==> src/rtl/cout_pkg.sv <==
package cout_pkg;

    localparam int AC_W   = 12;
    localparam int DEV_W  = 6;
    localparam int CMD_W  = 3;
    localparam int CHAR_W = 8;
    localparam int RATE_W = 4;

    typedef enum logic [CMD_W-1:0] {
        CMD_SET_FLAG  = 3'd0,
        CMD_SKIP_FLAG = 3'd1,
        CMD_CLR_FLAG  = 3'd2,
        CMD_LOAD_RATE = 3'd3,
        CMD_PRINT     = 3'd4,
        CMD_SKIP_ANY  = 3'd5,
        CMD_PRINT_CLR = 3'd6,
        CMD_IDLE      = 3'd7
    } cmd_e;

    typedef struct packed {
        logic set_flag;
        logic clr_flag;
        logic print;
        logic load_rate;
        logic skip_flag;
        logic skip_any;
    } act_t;

    function automatic act_t decode_cmd(input logic hit, input logic [CMD_W-1:0] code);
        act_t a;
        a = '0;
        if (hit) begin
            case (cmd_e'(code))
                CMD_SET_FLAG:  a.set_flag  = 1'b1;
                CMD_SKIP_FLAG: a.skip_flag = 1'b1;
                CMD_CLR_FLAG:  a.clr_flag  = 1'b1;
                CMD_LOAD_RATE: a.load_rate = 1'b1;
                CMD_PRINT:     a.print     = 1'b1;
                CMD_SKIP_ANY:  a.skip_any  = 1'b1;
                CMD_PRINT_CLR: begin
                    a.print    = 1'b1;
                    a.clr_flag = 1'b1;
                end
                default: a = '0;
            endcase
        end
        return a;
    endfunction

endpackage

==> src/rtl/cout_decode.sv <==
module cout_decode
    import cout_pkg::*;
#(
    parameter logic [DEV_W-1:0] DEV_CODE = 6'o31
) (
    input  logic             strobe,
    input  logic [DEV_W-1:0] dev,
    input  logic [CMD_W-1:0] cmd,
    output logic             set_flag,
    output logic             clr_flag,
    output logic             print,
    output logic             load_rate,
    output logic             skip_flag,
    output logic             skip_any
);
    act_t act;
    logic hit;

    always_comb begin
        hit       = strobe && (dev == DEV_CODE);
        act       = decode_cmd(hit, cmd);
        set_flag  = act.set_flag;
        clr_flag  = act.clr_flag;
        print     = act.print;
        load_rate = act.load_rate;
        skip_flag = act.skip_flag;
        skip_any  = act.skip_any;
    end
endmodule

==> src/rtl/cout_flag.sv <==
module cout_flag (
    input  logic clk,
    input  logic rst,
    input  logic set_flag,
    input  logic clr_flag,
    input  logic tx_done,
    input  logic skip_flag,
    input  logic skip_any,
    input  logic rx_flag,
    input  logic int_en,
    output logic done_q,
    output logic skip,
    output logic irq
);
    logic set_any;

    always_comb begin
        set_any = set_flag || tx_done;
        skip    = (skip_flag && done_q) || (skip_any && (done_q || rx_flag));
        irq     = done_q && int_en;
    end

    always_ff @(posedge clk) begin
        if (rst) begin
            done_q <= 1'b1;
        end else if (set_any) begin
            done_q <= 1'b1;
        end else if (clr_flag) begin
            done_q <= 1'b0;
        end
    end
endmodule

==> src/rtl/cout_hold.sv <==
module cout_hold #(
    parameter int W = 8
) (
    input  logic         clk,
    input  logic         rst,
    input  logic         print,
    input  logic [W-1:0] char_in,
    input  logic         ready,
    output logic         valid,
    output logic [W-1:0] data
);
    typedef struct packed {
        logic         full;
        logic [W-1:0] ch;
    } slot_t;

    slot_t slot_q, slot_d;

    always_comb begin
        slot_d = slot_q;
        if (slot_q.full) begin
            if (ready) slot_d.full = 1'b0;
        end else if (print) begin
            slot_d.full = 1'b1;
            slot_d.ch   = char_in;
        end
    end

    always_ff @(posedge clk) begin
        if (rst) slot_q <= '0;
        else     slot_q <= slot_d;
    end

    assign valid = slot_q.full;
    assign data  = slot_q.ch;
endmodule

==> src/rtl/cout_rate.sv <==
module cout_rate #(
    parameter int          W     = 4,
    parameter logic [W-1:0] RESET = 4'd14
) (
    input  logic         clk,
    input  logic         rst,
    input  logic         load,
    input  logic [W-1:0] value,
    output logic [W-1:0] rate
);
    always_ff @(posedge clk) begin
        if (rst)       rate <= RESET;
        else if (load) rate <= value;
    end
endmodule

==> src/rtl/con_out_iot.sv <==
module con_out_iot
    import cout_pkg::*;
#(
    parameter logic [DEV_W-1:0]  DEV_CODE   = 6'o31,
    parameter logic [RATE_W-1:0] RATE_RESET = 4'd14
) (
    input  logic              clk,
    input  logic              rst,
    input  logic              io_strobe,
    input  logic [DEV_W-1:0]  io_dev,
    input  logic [CMD_W-1:0]  io_cmd,
    input  logic [AC_W-1:0]   io_ac,
    output logic              io_skip,
    input  logic              rx_flag_in,
    input  logic              int_en,
    output logic              irq,
    output logic              tx_valid,
    output logic [CHAR_W-1:0] tx_data,
    input  logic              tx_ready,
    input  logic              tx_done,
    output logic [RATE_W-1:0] baud_sel
);
    logic set_flag, clr_flag, print, load_rate, skip_flag, skip_any;
    logic done_q;
    logic ac_hi_unused;

    assign ac_hi_unused = ^io_ac[AC_W-1:CHAR_W];

    cout_decode #(.DEV_CODE(DEV_CODE)) u_decode (
        .strobe    (io_strobe),
        .dev       (io_dev),
        .cmd       (io_cmd),
        .set_flag  (set_flag),
        .clr_flag  (clr_flag),
        .print     (print),
        .load_rate (load_rate),
        .skip_flag (skip_flag),
        .skip_any  (skip_any)
    );

    cout_flag u_flag (
        .clk       (clk),
        .rst       (rst),
        .set_flag  (set_flag),
        .clr_flag  (clr_flag),
        .tx_done   (tx_done),
        .skip_flag (skip_flag),
        .skip_any  (skip_any),
        .rx_flag   (rx_flag_in),
        .int_en    (int_en),
        .done_q    (done_q),
        .skip      (io_skip),
        .irq       (irq)
    );

    cout_hold #(.W(CHAR_W)) u_hold (
        .clk     (clk),
        .rst     (rst),
        .print   (print),
        .char_in (io_ac[CHAR_W-1:0]),
        .ready   (tx_ready),
        .valid   (tx_valid),
        .data    (tx_data)
    );

    cout_rate #(.W(RATE_W), .RESET(RATE_RESET)) u_rate (
        .clk   (clk),
        .rst   (rst),
        .load  (load_rate),
        .value (io_ac[RATE_W-1:0]),
        .rate  (baud_sel)
    );
endmodule

==> config.mk <==
export PLATFORM = sky130hd
export DESIGN_NAME = con_out_iot
export DESIGN_NICKNAME = d
export VERILOG_FILES = /design/src/rtl/cout_pkg.sv /design/src/rtl/cout_decode.sv /design/src/rtl/cout_flag.sv /design/src/rtl/cout_hold.sv /design/src/rtl/cout_rate.sv /design/src/rtl/con_out_iot.sv
export SDC_FILE = /design/constraint.sdc
export NUM_CORES = 1
export LEC_CHECK = 0
export BUFFER_PORTS_ARGS = -buffer_cell sky130_fd_sc_hd__buf_2
export CAP_MARGIN = 30
export CORE_MARGIN = 2
export CORE_UTILIZATION = 40
export DETAILED_ROUTE_END_ITERATION = 10
export GPL_ROUTABILITY_DRIVEN = 0
export PLACE_DENSITY = 0.76
export SLEW_MARGIN = 15
export SYNTH_ARGS = -nofsm -noshare
export SYNTH_HDL_FRONTEND = slang
export SYNTH_SLANG_ARGS = --single-unit
==> constraint.sdc <==
create_clock -name clk -period 1.4 [get_ports clk]
set_input_delay 0.07 -clock clk [delete_from_list [all_inputs] [get_ports clk]]
set_output_delay 0.07 -clock clk [all_outputs]
set_load 0.03 [all_outputs]
* Word-level counts from Yosys, hierarchy flattened *
Index checks and enable logic that the tools add are counted.

word-level totals
  register bits after elaboration = 14
  word-level logic and storage cells = 34

operators by class
  equality and inequality tests = 7
  muxes and demuxes = 10
  bitwise operators = 1
  reduce and logical (&&, ||, !) cells = 12

operators with widths
  operator                                        number
  == test 3 bit (second input constant)           3
  2-to-1 mux 9 bit                                1
  2-to-1 mux 1 bit                                8
  == test 3 x 2 -> 1 bit (second input constant)  2
  == test 6 x 5 -> 1 bit (second input constant)  1
  2-to-1 mux 6 bit                                1
  OR reduction 2 bit                              3
  logical AND 1 bit                               4
  == test 3 x 1 -> 1 bit (second input constant)  1
  logical NOT 3 bit                               1
  logical OR 1 bit                                3
  AND reduction 2 bit                             1
  inverter 1 bit                                  1

* Depth between registers and ports, before layout *
  depth after elaboration = 6
  depth in mapped cells = 4
  mapped depth without buffers = 3

* By module *
From an unflattened synthesis, not the netlist that was laid out.

second synthesis, totals
  cells, all modules = 70
  area total of the unflattened synthesis = 711.9 um^2

by module, submodules not included
  module       times used  cells each  area an instance (um^2)  sequential area each (um^2)
  cout_hold    1           38          422.9                    180.2
  cout_rate    1           12          138.9                    80.1
  cout_decode  1           12          92.6                     0.0
  cout_flag    1           8           57.6                     20.0

* Least setup slack after synthesis *
OpenSTA, ideal clock, no wires.

  kind = input -> output
  from = in io_dev[5]
  to = out io_skip
  arrival = 1.151 ns
  path slack = 0.179 ns
  cell stages on the path = 3
  path buffers = 0
  cell sequence = and4bb_4 nand2_1 nor3_1

between the ends
  cells in the longest elaborated chain, start to end = 5
  elaborated cells on any way between the ends = 6

ends and longest elaborated chain
  what                        line               RTL
  from (decl)                 con_out_iot.sv:10  input logic [DEV_W-1:0] io_dev,
  == test 6 x 5 -> 1 bit (*)  cout_decode.sv:20  hit = strobe && (dev == DEV_CODE);
  logical AND 1 bit (*)       cout_decode.sv:20
  2-to-1 mux 6 bit (*)        cout_pkg.sv:32     if (hit) begin
  logical AND 1 bit           cout_flag.sv:19    skip = (skip_flag && done_q) || (skip_any && (done_q || rx_flag));
  logical OR 1 bit (*)        cout_flag.sv:19
  to (decl)                   con_out_iot.sv:13  output logic io_skip,

Every way passes the cells marked *; elsewhere a longest branch is shown, timed or not.

* Final worst setup path *
  from = reg u_hold.slot_q, in the netlist u_hold.valid
  to = reg u_hold.slot_q, in the netlist u_hold.data[7]

between the ends
  cells in the longest elaborated chain, start to end = 2

ends and longest elaborated chain
  what                                  line             RTL
  from (decl)                           cout_hold.sv:17  slot_t slot_q, slot_d;
  from (signal assigned)                cout_hold.sv:31  else slot_q <= slot_d;
  inverter 1 bit (no source line)       n/a
  AND reduction 2 bit (no source line)  n/a

Every way passes these cells.
A chain may end at the register's enable or synchronous reset.

==> impl_metrics.yaml <==
worst_setup_path:
  r2r_slack_ns: 0.31
  critical_path_class: "flop to flop"
  cp.required_ns: 1.56
  worst_setup_path_start_kind: "flop"
  worstPathArrival_ns: 1.25
  rr_worst_depth: 2
  crit_chain: "nand4b_2, mux2i_1"
  critical_path.top_delay_family: "simple AND/OR/NAND/NOR gates"
  end_kind: "flop"
  crit_buf_inv: 0
  crit_cells: 2
  slowest_delay_ns: 0.43
  slowest_stage: "nand4b_2"
  critPathMaxFanout: 9
route:
  wl_per_cell_um: 10.87
  ant_nets: 0
  drcViolationCount: 0
  via_count: 595
  vias_per_cell: 4.837
  finalWirelength_um: 1337
  drtIter0Drc: 5
  first_pass_iters: 4
cts:
  clk_path_buf_depth: 2
  numCtsBuffers: 3
  ctsHoldBuffers: 0
  postCtsSetupBuffers: 0
  clockRootBuffer: "clkbuf_4"
  h-tree-depth: 1
  path_clk_slew_ns: 0.08
  clk_latency_ns: 0.27
  cts_resized: 0
  clkSinkCount: 14
  cts_tree: "done"
flow_run:
  cap_viol_max_count: 0
place:
  dpl.hpwl_um: 1051
  port-buffer-count: 38
  pre_cts_slack_ns: 0.1693
pwr:
  power.density_nw_per_um2: 842.1
  ir_drop_mv: 0.4626
  p_switching_uw: 159.3
  pwr-share-clk_pct: 37.6
  p_seq_share_pct: 52.7
  p_leak_uw: 0.0004702
  p_sw_share_pct: 21.06
  p_comb_share_pct: 9.7
  power.total_uw: 756.5
  p_int_uw: 597.2
hold_path:
  min_path_type: "primary input to flop"
  min_delay_path_depth: 3
grt:
  grt_max_degree: 27
  grt_pass1_wl_um: 2401
  grt_util_all_layers_pct: 15.91
  antenna_found_initial: 0
  grt_pass1_vias: 576
  overflow: 0
floorplan:
  coreArea_um2: 1541
  die_y_um: 45.18
  die_w_um: 45.18
  initial_core_util_pct: 43.99
  rows: 14
  ioPinCount: 43
  dieArea_um2: 2041
cells_and_area:
  final_cell_mix: "buf_2, nand2b_1, dfxtp_1, mux2i_1, nor2_1"
  nets: 136
  diodes: 0
  syn_to_final_growth_pct: 32.47
  layout_commonest_cell: "buf_2"
  nFillCells: 152
  final_layout_size_suffix_gt1_share_pct: 41.12
synth:
  ys_seq_area_share_pct: 41.33
  ys_types: 20
  ys_warn_count: 0
  synth_seq_cells: 14
  synth.area.top_cells: "dfxtp_1, mux2i_1, nand2b_1, nor2_1, and4bb_4"
  syn_area_um2: 678.2
  syn_inst: 69
  syn_avg_cell_area_um2: 9.828
  yosys.area.top_type: "dfxtp_1"
  syn-num-nets: 97
  yosys.area.top_type_share_pct: 41.33
timing:
  hold_viol: 0
  max_freq_mhz: 919.6
  skew_ns: 0.002484
  drv_slew: 0
  whs_ns: 0.03971
  rsz0062_at_grt: "no"
  timing.slew.headroom_pct: 73.99
  min_period_ns: 1.087
  tns_ns: 0
  setup_viol: 0
  timing.final.crit_share_pct: 77.68
  tightest_slew_ns: 0.3887
  setup_slack_ns: 0.3125
status:
  status: "finished clean"
[cell type report]
class	count	area, um2	area share, %
clock buffers	4	36.28	4.039
well taps	16	20.02	2.228
multi-input cells	50	367.9	40.95
repair buffers	38	190.2	21.17
flip-flops and latches	14	280.3	31.20
inverters	1	3.754	0.4178
[worst paths after layout]
| check | from | endpoint |
|---|---|---|
| worst max register to register | u_hold.valid$_SDFF_PP0_ | u_hold.data[7]$_SDFFE_PP0P_ |
| worst max-delay path | u_hold.valid$_SDFF_PP0_ | u_hold.data[7]$_SDFFE_PP0P_ |
| worst min register to register | u_hold.data[6]$_SDFFE_PP0P_ | u_hold.data[6]$_SDFFE_PP0P_ |
| worst min-delay path | io_ac[6] | u_hold.data[6]$_SDFFE_PP0P_ |
[cells by family after synthesis]
| family | Yosys count | synth area share (%) |
|---|---|---|
| flops | 14 | 41.33 |
| mux | 12 | 17.71 |
| compound gates | 4 | 3.691 |
| buf+inv | 5 | 4.428 |
| simple gates | 34 | 32.84 |
[Yosys cell counts]
| library cell | number |
|---|---|
| dfxtp_1 | 14 |
| buf_4 | 1 |
| or3_1 | 1 |
| nor2_1 | 7 |
| and4_1 | 1 |
| a21oi_1 | 2 |
| nand2_1 | 1 |
| a41oi_1 | 1 |
| inv_1 | 1 |
| buf_6 | 1 |
| and2_1 | 1 |
| nand4b_2 | 1 |
| and4bb_4 | 1 |
| nand2b_1 | 18 |
| mux2i_1 | 12 |
| nor3_1 | 1 |
| and4bb_1 | 1 |
| clkbuf_1 | 2 |
| a31oi_1 | 1 |
| and4b_1 | 1 |
[metal layers]
metal | track usage [%] | routed length (um)
met2 | 29.43 | 746
met3 | 4.800 | 65
met5 | 0 | 0
met4 | 1.765 | 0
met1 | 18.41 | 525
[stage by stage]
step / utilization, % / area [um2] / instances
final: 58.28 / 898.4 / 123
after global routing: 58.28 / 898.4 / 123
after CTS: 58.28 / 898.4 / 123
after detailed placement: 55.93 / 862.1 / 119
after global placement: 55.93 / 862.1 / 119
after floorplan: - / 678.2 / 69
[sequential cells by signal (all words and copies together), names as in the netlist]
signal,count
u_hold.data,8
u_hold.valid,1
u_rate.rate,4
u_flag.done_q,1
[power groups by stage]
stage                     clock, uW  combinational (uW)  sequential [uW]
after floorplan                   0                32.9              409
after global placement            0                71.6              408
after detailed placement          0                73.7              408
after CTS                       297                74.5              398
after global routing            319                82.4              399
final                           285                73.5              398
[worst register-to-register path, delay by kind of cell (launching register included)]
family,cells,cell delay [ns]
DFF,1,0.32
and+or+nand+nor,1,0.43
muxes,1,0.22
No activity file was read; power rests on OpenSTA's default activity.
